===== config.mk =====
export PLATFORM = sky130hd
export DESIGN_NAME = eeprom_cmd_ctrl
export DESIGN_NICKNAME = d
export VERILOG_FILES = /design/src/rtl/eec_pkg.sv /design/src/rtl/eec_busy_timer.sv /design/src/rtl/eec_ptr.sv /design/src/rtl/eeprom_cmd_ctrl.sv
export SDC_FILE = /design/constraint.sdc
export NUM_CORES = 1
export LEC_CHECK = 0
export BUFFER_PORTS_ARGS = -buffer_cell sky130_fd_sc_hd__buf_2
export CORE_UTILIZATION = 45
export CTS_CLUSTER_DIAMETER = 50
export DETAILED_ROUTE_END_ITERATION = 8
export PLACE_DENSITY_LB_ADDON = 0.15
export RECOVER_POWER = 100
export SETUP_SLACK_MARGIN = 0.4
export SYNTH_ARGS = -nofsm -noshare
export SYNTH_HDL_FRONTEND = slang
export SYNTH_SLANG_ARGS = --single-unit

===== constraint.sdc =====
create_clock -name clk -period 4.8 [get_ports clk]
set_clock_uncertainty 0.2 [all_clocks]
set_input_delay 0.24 -clock clk [delete_from_list [all_inputs] [get_ports clk]]
set_output_delay 0.24 -clock clk [all_outputs]
set_load 0.05 [all_outputs]

===== src/rtl/eec_pkg.sv =====
package eec_pkg;

  typedef enum logic [2:0] {
    EV_START  = 3'd0,
    EV_RSTART = 3'd1,
    EV_BYTE   = 3'd2,
    EV_RDREQ  = 3'd3,
    EV_STOP   = 3'd4
  } ev_kind_t;

  typedef enum logic [1:0] {
    PH_IDLE,
    PH_WR,
    PH_RD,
    PH_DEAD
  } phase_t;

  localparam int CTRL_RD = 0;
  localparam int CTRL_WR = 1;
  localparam int CTRL_ER = 2;

  localparam logic [7:0] ERASED_BYTE = 8'hFF;

endpackage


===== src/rtl/eec_busy_timer.sv =====
module eec_busy_timer #(
  parameter int CNT_W = 8
) (
  input  logic             clk,
  input  logic             rst_n,
  input  logic             load,
  input  logic [CNT_W-1:0] load_val,
  output logic             busy
);

  logic [CNT_W-1:0] cnt_q, cnt_d;

  always_comb begin
    cnt_d = cnt_q;
    if (load)
      cnt_d = load_val;
    else if (cnt_q != '0)
      cnt_d = cnt_q - 1'b1;
  end

  always_ff @(posedge clk or negedge rst_n) begin
    if (!rst_n) cnt_q <= '0;
    else        cnt_q <= cnt_d;
  end

  assign busy = (cnt_q != '0);

  // a new operation is only started when the array is idle
  p_load_when_idle_r7: assert property (@(posedge clk) disable iff (!rst_n)
    load |-> !busy);

  // the window closes only by counting down, never by a jump
  p_busy_holds_r7: assert property (@(posedge clk) disable iff (!rst_n)
    (busy && cnt_q != 1 && !load) |=> busy);

endmodule


===== src/rtl/eec_ptr.sv =====
module eec_ptr #(
  parameter int ADDR_W = 13
) (
  input  logic              clk,
  input  logic              rst_n,
  input  logic              load,
  input  logic [ADDR_W-1:0] load_val,
  input  logic              inc,
  output logic [ADDR_W-1:0] ptr
);

  logic [ADDR_W-1:0] ptr_q, ptr_d;

  always_comb begin
    ptr_d = ptr_q;
    if (load)
      ptr_d = load_val;
    else if (inc)
      ptr_d = ptr_q + 1'b1;
  end

  always_ff @(posedge clk or negedge rst_n) begin
    if (!rst_n) ptr_q <= '0;
    else        ptr_q <= ptr_d;
  end

  assign ptr = ptr_q;

  // each delivered byte moves the pointer by exactly one, wrapping
  p_ptr_step_r9: assert property (@(posedge clk) disable iff (!rst_n)
    (inc && !load) |=> (ptr_q == $past(ptr_q) + 1'b1));

  // a load takes the new address
  p_ptr_load_r3: assert property (@(posedge clk) disable iff (!rst_n)
    load |=> (ptr_q == $past(load_val)));

endmodule


===== src/rtl/eeprom_cmd_ctrl.sv =====
module eeprom_cmd_ctrl
  import eec_pkg::*;
#(
  parameter int ADDR_W    = 13,
  parameter int PAGE_W    = 6,
  parameter int PROG_CYC  = 5000,
  parameter int ERASE_CYC = 2000000
) (
  input  logic              clk,
  input  logic              rst_n,
  input  logic              ev_valid,
  input  logic [2:0]        ev_kind,
  input  logic              ev_rnw,
  input  logic [7:0]        ev_data,
  input  logic [2:0]        ctrl_en,
  output logic              resp_valid,
  output logic              resp_ack,
  output logic              rd_valid,
  output logic [7:0]        rd_data,
  output logic [ADDR_W-1:0] mem_addr,
  input  logic [7:0]        mem_rdata,
  output logic              mem_prog,
  output logic              mem_erase,
  output logic [7:0]        mem_wdata
);

  localparam int HI_W    = ADDR_W - 8;
  localparam int TAG_W   = 8 - HI_W;
  localparam int MAX_CYC = (ERASE_CYC > PROG_CYC) ? ERASE_CYC : PROG_CYC;
  localparam int CNT_W   = $clog2(MAX_CYC + 1);
  localparam logic [7:0]       CMD_BASE = 8'h80;
  localparam logic [TAG_W-1:0] CMD_TAG  = CMD_BASE[7:HI_W];

  // reset: asserted at once, released on a clock edge
  logic [1:0] rs_q;
  logic       rst_ni;

  always_ff @(posedge clk or negedge rst_n) begin
    if (!rst_n) rs_q <= 2'b00;
    else        rs_q <= {rs_q[0], 1'b1};
  end
  assign rst_ni = rs_q[1];

  // state
  phase_t            phase_q, phase_d;
  logic [1:0]        bcnt_q, bcnt_d;
  logic [HI_W-1:0]   hi_q, hi_d;
  logic              resp_v_q, resp_v_d, resp_a_q, resp_a_d;
  logic              rd_v_q, rd_v_d;
  logic [7:0]        rd_q, rd_d, wd_q, wd_d;
  logic              prog_q, prog_d, erase_q, erase_d;

  logic              ptr_ld, ptr_inc;
  logic [ADDR_W-1:0] ptr_ldv, ptr;
  logic              tm_ld, busy;
  logic [CNT_W-1:0]  tm_val;
  logic              rd_ok;

  eec_ptr #(.ADDR_W(ADDR_W)) u_ptr (
    .clk      (clk),
    .rst_n    (rst_ni),
    .load     (ptr_ld),
    .load_val (ptr_ldv),
    .inc      (ptr_inc),
    .ptr      (ptr)
  );

  eec_busy_timer #(.CNT_W(CNT_W)) u_busy (
    .clk      (clk),
    .rst_n    (rst_ni),
    .load     (tm_ld),
    .load_val (tm_val),
    .busy     (busy)
  );

  assign ptr_ldv = {hi_q, ev_data};

  always_comb begin
    phase_d  = phase_q;
    bcnt_d   = bcnt_q;
    hi_d     = hi_q;
    resp_v_d = 1'b0;
    resp_a_d = 1'b0;
    rd_v_d   = 1'b0;
    rd_d     = rd_q;
    wd_d     = wd_q;
    prog_d   = 1'b0;
    erase_d  = 1'b0;
    ptr_ld   = 1'b0;
    ptr_inc  = 1'b0;
    tm_ld    = 1'b0;
    tm_val   = '0;
    rd_ok    = 1'b1;

    if (ev_valid) begin
      case (ev_kind)
        EV_START, EV_RSTART: begin
          resp_v_d = 1'b1;
          bcnt_d   = 2'd0;
          if (busy) begin
            phase_d = PH_DEAD;
          end else if (ev_rnw) begin
            if (ev_kind == EV_RSTART && phase_q == PH_WR && bcnt_q == 2'd2)
              rd_ok = ctrl_en[CTRL_RD];
            resp_a_d = rd_ok;
            phase_d  = rd_ok ? PH_RD : PH_DEAD;
          end else begin
            resp_a_d = 1'b1;
            phase_d  = PH_WR;
          end
        end

        EV_BYTE: begin
          resp_v_d = 1'b1;
          if (phase_q != PH_WR || busy) begin
            phase_d = PH_DEAD;
          end else begin
            case (bcnt_q)
              2'd0: begin
                if (ev_data[7:HI_W] == CMD_TAG) begin
                  hi_d     = ev_data[HI_W-1:0];
                  bcnt_d   = 2'd1;
                  resp_a_d = 1'b1;
                end else begin
                  phase_d = PH_DEAD;
                end
              end
              2'd1: begin
                ptr_ld   = 1'b1;
                bcnt_d   = 2'd2;
                resp_a_d = 1'b1;
              end
              2'd2: begin
                bcnt_d = 2'd3;
                if (ctrl_en[CTRL_ER]) begin
                  erase_d  = 1'b1;
                  tm_ld    = 1'b1;
                  tm_val   = CNT_W'(ERASE_CYC);
                  resp_a_d = 1'b1;
                end else if (ctrl_en[CTRL_WR] && mem_rdata == ERASED_BYTE) begin
                  prog_d   = 1'b1;
                  wd_d     = ev_data;
                  tm_ld    = 1'b1;
                  tm_val   = CNT_W'(PROG_CYC);
                  resp_a_d = 1'b1;
                end else begin
                  phase_d = PH_DEAD;
                end
              end
              default: phase_d = PH_DEAD;
            endcase
          end
        end

        EV_RDREQ: begin
          if (phase_q == PH_RD && !busy) begin
            rd_v_d  = 1'b1;
            rd_d    = mem_rdata;
            ptr_inc = 1'b1;
          end
        end

        EV_STOP: begin
          phase_d = PH_IDLE;
          bcnt_d  = 2'd0;
        end

        default: ;
      endcase
    end
  end

  always_ff @(posedge clk or negedge rst_ni) begin
    if (!rst_ni) begin
      phase_q  <= PH_IDLE;
      bcnt_q   <= 2'd0;
      hi_q     <= '0;
      resp_v_q <= 1'b0;
      resp_a_q <= 1'b0;
      rd_v_q   <= 1'b0;
      rd_q     <= '0;
      wd_q     <= '0;
      prog_q   <= 1'b0;
      erase_q  <= 1'b0;
    end else begin
      phase_q  <= phase_d;
      bcnt_q   <= bcnt_d;
      hi_q     <= hi_d;
      resp_v_q <= resp_v_d;
      resp_a_q <= resp_a_d;
      rd_v_q   <= rd_v_d;
      rd_q     <= rd_d;
      wd_q     <= wd_d;
      prog_q   <= prog_d;
      erase_q  <= erase_d;
    end
  end

  assign resp_valid = resp_v_q;
  assign resp_ack   = resp_a_q;
  assign rd_valid   = rd_v_q;
  assign rd_data    = rd_q;
  assign mem_addr   = ptr;
  assign mem_prog   = prog_q;
  assign mem_erase  = erase_q;
  assign mem_wdata  = wd_q;

  // a response only follows a start or byte event
  p_resp_after_event_r10: assert property (@(posedge clk) disable iff (!rst_ni)
    resp_valid |-> $past(ev_valid && (ev_kind == EV_START || ev_kind == EV_RSTART
                                      || ev_kind == EV_BYTE)));

  // read data only follows a read request
  p_rd_after_req_r9: assert property (@(posedge clk) disable iff (!rst_ni)
    rd_valid |-> $past(ev_valid && ev_kind == EV_RDREQ));

  // only an erased location is ever programmed
  p_prog_erased_only_r5: assert property (@(posedge clk) disable iff (!rst_ni)
    mem_prog |-> ($past(mem_rdata) == ERASED_BYTE));

  // programming needs write-enable and no erase-enable
  p_prog_enable_r4: assert property (@(posedge clk) disable iff (!rst_ni)
    mem_prog |-> ($past(ctrl_en[CTRL_WR]) && !$past(ctrl_en[CTRL_ER])));

  // erase needs erase-enable
  p_erase_enable_r6: assert property (@(posedge clk) disable iff (!rst_ni)
    mem_erase |-> $past(ctrl_en[CTRL_ER]));

  // an operation opens the busy window
  p_op_busy_r7: assert property (@(posedge clk) disable iff (!rst_ni)
    (mem_prog || mem_erase) |-> busy);

  // nothing is ACKed while busy
  p_no_ack_busy_r7: assert property (@(posedge clk) disable iff (!rst_ni)
    (resp_valid && resp_ack) |-> !$past(busy));

  // address setting leaves the array alone
  p_one_strobe_r3: assert property (@(posedge clk) disable iff (!rst_ni)
    $onehot0({mem_prog, mem_erase, rd_valid}));

endmodule


Word level (Yosys, flattened, before mapping)
Cells that the tools add are included.

word-level totals
  input bits = 26
  bits in registers = 66
  output and inout bits = 34

cells by class
  equality and inequality tests = 18
  reductions and logical operators = 21
  add/subtract/negate cells = 2
  mux-type cells = 60
  bitwise operators = 2

operators by type and width
  kind                                                 count
  2-to-1 mux 21 bit                                    7
  2-to-1 mux 13 bit                                    3
  2-to-1 mux 1 bit                                     36
  nonzero test 21 bit                                  1
  subtractor 21 x 1 -> 21 bit, second input constant   1
  one-hot mux 2 bit (3 select lines)                   3
  2-to-1 mux 2 bit                                     8
  adder 13 x 1 -> 13 bit, second input constant        1
  != test 4 bit, second input constant                 3
  AND reduction 6 bit                                  2
  AND reduction 5 bit                                  2
  equality test 8 bit, second input constant           1
  equality test 3 x 2 -> 1 bit, second input constant  2
  equality test 3 bit, second input constant           2
  != test 3 bit, second input constant                 2
  nonzero test 2 bit                                   3
  OR reduction 3 bit                                   2
  equality test 2 x 1 -> 1 bit, second input constant  2
  equality test 2 bit, second input constant           2
  logical AND 1 bit                                    4
  != test 4 x 2 -> 1 bit, second input constant        1
  one-hot mux 2 bit (2 select lines)                   1
  equality test 3 x 1 -> 1 bit, second input constant  1
  zero test 3 bit                                      1
  11 further kinds                                     12

Logic depth before layout (Yosys ltp)
  word-level depth = 12
  mapped depth = 9

By module
From an unflattened synthesis, not the netlist that was laid out.

unflattened totals
  cells, all modules = 334
  area total of the unflattened synthesis = 3398.3 µm²

by module, submodules not included
  module           instances  seq. area each (µm²)  area an instance (µm²)  cells each
  eeprom_cmd_ctrl  1          800.8                 1436.4                  113
  eec_busy_timer   1          525.5                 1244.9                  145
  eec_ptr          1          325.3                 716.9                   76

Worst setup path after synthesis
No wires, ideal clock.

  path type = reg2reg
  from = reg u_busy.cnt_q[17]
  to = reg hi_q[0]
  path buffers = 2
  data required time = 4475 ps
  setup time = 125 ps
  path slack = 2195 ps
  cell stages (with the launch flop) = 8
  data arrival time = 2280 ps
  path through = dfrtp_1 > or4_4 > or4_1 > buf_4 > nor2_8 > and3_1 > buf_6 > mux2_4

between the ends
  longest elaborated chain between the ends = 4

ends and longest elaborated chain
  element                        RTL line                RTL
  start: declaration             eec_busy_timer.sv:11    logic [CNT_W-1:0] cnt_q, cnt_d;
  start signal: assignment       eec_busy_timer.sv:23    else cnt_q <= cnt_d;
  nonzero test 21 bit            eec_busy_timer.sv:26    assign busy = (cnt_q != '0);
  logical OR 1 bit               eeprom_cmd_ctrl.sv:115  if (phase_q != PH_WR || busy) begin
  NOT 1 bit (no line)            --
  AND reduction 5 bit (no line)  --
  end signal: assignment         eeprom_cmd_ctrl.sv:188  hi_q <= hi_d;
  end: declaration               eeprom_cmd_ctrl.sv:47   logic [HI_W-1:0] hi_q, hi_d;

No other way between the ends.
A chain may end at the register's enable or synchronous reset.

Final worst setup path
  from = reg u_busy.cnt_q[2]
  to = reg u_ptr.ptr_q[11], in the netlist u_ptr.ptr[11]

between the ends
  longest elaborated chain between the ends = 7
  elaborated cells between the ends (all ways) = 12
  those cells by class = mux (7); reduce/logical (5)

ends and longest elaborated chain
  element                       RTL line                RTL
  nonzero test 21 bit *         eec_busy_timer.sv:26
  zero test 1 bit               eeprom_cmd_ctrl.sv:156  if (phase_q == PH_RD && !busy) begin
  logical AND 1 bit             eeprom_cmd_ctrl.sv:156
  2-to-1 mux 1 bit              eeprom_cmd_ctrl.sv:156
  2-to-1 mux 1 bit              eeprom_cmd_ctrl.sv:96   case (ev_kind)
  2-to-1 mux 1 bit              eeprom_cmd_ctrl.sv:95   if (ev_valid) begin
  nonzero test 2 bit (no line)  --
  end signal: assignment        eec_ptr.sv:24           else ptr_q <= ptr_d;
  end: declaration              eec_ptr.sv:12           logic [ADDR_W-1:0] ptr_q, ptr_d;

Every way passes the cells marked *; elsewhere a longest branch is shown, timed or not.

==> summary.md <==
| Metric | Value |
|---|---|
| Outcome | `complete, but fails checks` |
| Failing checks | `capacitance limit, slew limit` |
| Upper clock frequency limit | `0.294 GHz` |
| Hold Path Class | `in -> reg` |
| Sw frac | `21.8%` |
| Worst-path fanout max | `20` |
| Max-slew violations | `37` |
| Nets | `460` |
| Most used flip-flop cell after synthesis | `dfrtp_1` |
| Final WL | `8.08 mm` |
| P&R area growth vs syn | `18.0%` |
| Cells after synthesis | `350` |
| IO Pins | `60` |
| Fin. Hold Viols | `0` |
| Full die area | `0.00810 mm2` |
| Pint | `0.827 mW` |
| Synth Area in Simple Gates | `23.0%` |
| WP data required | `4820 ps` |
| Post-DR vias/cell | `5.41` |
| Post-DRT Antenna Nets | `0` |
| Setup TNS | `0 ps` |
| YS warnings | `0` |
| Clk pwr share | `41.5%` |
| CTS root buf | `clkbuf_8` |
| Adder-Cell Fraction of Synth Area | `2.87%` |
| CTS max path bufs | `2` |
| Worst-path clk slew | `70 ps` |
| First-pass GRT wire length | `13.7 mm` |
| Initial antenna violation count | `0` |
| Mapped Nets | `384` |
| Register area share after synthesis | `47.4%` |
| Largest net degree at the start of global routing | `37` |
| CP Class | `reg -> reg` |
| Peak VDD IR | `0.188 mV` |
| DRC Markers | `0` |
| Drt first pass iters | `4` |
| Vias post-DR | `2,869` |
| Max Cap Viol | `1` |
| Main combinational cell family by area after synthesis | `simple AND/OR/NAND/NOR gates` |
| Post-synth EDFFs | `0` |
| CTS tree | `built` |
| Post-cts sizing count | `0` |
| Highest Signal Layer | `met4` |
| Vias in the first global route | `2,727` |
| Die Ht | `90.0 um` |
| GP Congestion | `0.871` |
| Mux cell area share after synthesis | `6.60%` |
| Reg power frac | `53.6%` |
| TritonCTS Buffers | `9` |
| Synth Area in XOR/XNOR | `3.77%` |
| Fraction of layout cells with a size suffix above 1 | `14.4%` |
| I/O Buffers | `59` |
| Count of cell types in the netlist | `60` |
| Tot GR Track Use | `21.1%` |
| Asr flop ratio synth | `100%` |
| Pwr per Cell Area | `257 mW/mm2` |
| Sink Count | `66` |
| Crit start category | `flip-flop` |
| Fin crit share | `70.9%` |
| # H-tree levels | `3` |
| Leakage power | `1.84 nW` |
| Total gr overflow | `0` |
| Core Box Area | `0.00737 mm2` |
| Clock Latency Late Sink | `330 ps` |
| Setup-failing EPs final | `0` |
| Syn Area/Cell | `9.96 um2` |
| Relative slew slack | `-27.9%` |
| Most frequent cells in the layout | `dfrtp_1, nand2_1, clkbuf_1` |
| Crit path capture type | `flip-flop` |
| Rows | `31` |
| M1 wire length | `3.96 mm` |
| Die extent in x | `90.0 um` |
| Arr. time, crit path | `3420 ps` |
| Post-layout util | `55.8%` |
| WL met2 | `3.74 mm` |
| Worst slew pin tran | `1920 ps` |
| Cts hold-fix bufs | `17` |
| # diodes | `0` |
| Most common cell after layout, fill and taps aside | `dfrtp_1` |
| Post-Syn Area | `0.00349 mm2` |
| Initial core utilization | `47.3%` |
| Final HPWL DP | `5.64 mm` |
| Combinational share of power | `4.9%` |
| Setup bufs post-CTS | `0` |
| Unrepaired setup endpoints after global routing | `false` |
| Area fraction in compound gates after synthesis | `13.2%` |
| Routed wl met3 | `343 um` |
| Drt initial violations | `162` |
| Psw | `0.231 mW` |
| Number of synthesized register bits | `66` |
| R2R Setup Slk | `1400 ps` |
| WL/cell | `15.2 um` |
| Tmin final | `3400 ps` |
-- cells in the mapped netlist (2+ instances only) --
| library cell | instances | area, um2 |
|---|---|---|
| nand2b_1 | 2 | 12.5 |
| inv_1 | 12 | 45.0 |
| or2_2 | 5 | 31.3 |
| a211oi_1 | 2 | 15.0 |
| and4b_1 | 3 | 30.0 |
| a41oi_1 | 2 | 17.5 |
| xnor2_1 | 10 | 87.6 |
| nor4_4 | 2 | 42.5 |
| and3_1 | 6 | 37.5 |
| o21ai_0 | 11 | 55.1 |
| o32ai_1 | 2 | 17.5 |
| a31o_2 | 2 | 17.5 |
| nand3_2 | 2 | 20.0 |
| and4_1 | 2 | 17.5 |
| nor3b_1 | 4 | 30.0 |
| mux2_4 | 5 | 75.1 |
| nor3_1 | 11 | 55.1 |
| nand2_1 | 42 | 158 |
| ha_1 | 8 | 100 |
| nand4_1 | 5 | 31.3 |
| clkbuf_1 | 9 | 33.8 |
| or4_1 | 3 | 22.5 |
| nor4b_1 | 3 | 26.3 |
| mux2i_1 | 2 | 20.0 |
| nor2b_1 | 2 | 12.5 |
| nand3_1 | 13 | 65.1 |
| and2_1 | 2 | 12.5 |
| nor2_1 | 25 | 93.8 |
| mux2_2 | 12 | 135 |
| nor4_1 | 2 | 12.5 |
| or3_1 | 4 | 25.0 |
| a21oi_1 | 30 | 150 |
| o31ai_1 | 4 | 30.0 |
| o211ai_1 | 2 | 15.0 |
| buf_2 | 2 | 10.0 |
| a21o_1 | 4 | 30.0 |
| xor2_1 | 5 | 43.8 |
| dfrtp_1 | 66 | 1650 |
-- state kept, by name, summed over array words and instances (netlist names) --
signal and flops:
mem_erase 1, rs_q 2, mem_prog 1, resp_ack 1
rd_valid 1, u_ptr.ptr 13, mem_wdata 8, resp_valid 1
bcnt_q 2, rd_data 8, hi_q 5, u_busy.cnt_q 21
phase_q 2
-- per-stage QoR --
stage          std cells  setup WS [ps]  area, um2  power (mW)  hold WS [ps]
3_3_place_gp         496           1640       3850       0.619          -174
6_report             530           1400       4110        1.06          21.1
2_1_floorplan        350           2190       3490       0.594          -256
3_5_place_dp         496           1590       3850       0.619          -174
4_1_cts              529           1570       4210        1.08         0.159
5_1_grt              530            976       4110        1.11          12.0
-- cell type report --
type / instances / area [um2]
fillers: 688 / 3260
multi-input cells: 259 / 1670
flip-flops and latches: 66 / 1650
repair buffers: 78 / 435
clock buffers: 14 / 183
well taps: 99 / 124
inverters: 12 / 45.0
clock inverters: 2 / 10.0
-- power by group through the flow --
stage | Sequential (mW) | Clock (mW) | Combinational (mW)
floorplan | 0.581 | 0 | 0.0125
global placement | 0.578 | 0 | 0.0411
detailed placement | 0.578 | 0 | 0.0412
CTS | 0.568 | 0.460 | 0.0519
global route | 0.569 | 0.481 | 0.0581
finish | 0.567 | 0.439 | 0.0520
-- worst paths after layout --
| check | cells after the start | start | end |
|---|---|---|---|
| max in group asynchronous | 1 | rs_q[1] | u_ptr.ptr[3] |
| min reg2reg | 0 | rs_q[0] | rs_q[1] |
| max | 5 | u_busy.cnt_q[2] | u_ptr.ptr[11] |
| max reg2reg | 5 | u_busy.cnt_q[2] | u_ptr.ptr[11] |
| min | 2 | ev_data[6] | mem_wdata[6] |
| min in group asynchronous | 0 | rs_q[1] | mem_wdata[0] |
-- worst max-delay path, cell delays in order, from the launching register on --
cell	delay, ps
dfrtp_1	430
nor4_1	790
and3_1	400
nand4_1	630
mux2_2	540
a211o_1	290
-- layer usage --
layer	global-route usage, %	up-vias
li1	-	1410
met1	29.4	1391
met2	33.5	66
met3	4.91	2
met4	4.84	0
met5	0	-
-- cell families after synthesis --
kind of cell	count (synthesis)
compound gates	72
xor+xnor	15
fa+ha+maj	8
buf+inv	25
flops	66
mux	19
other cells	1
simple gates	144
Power figures use the tool's default switching activity.
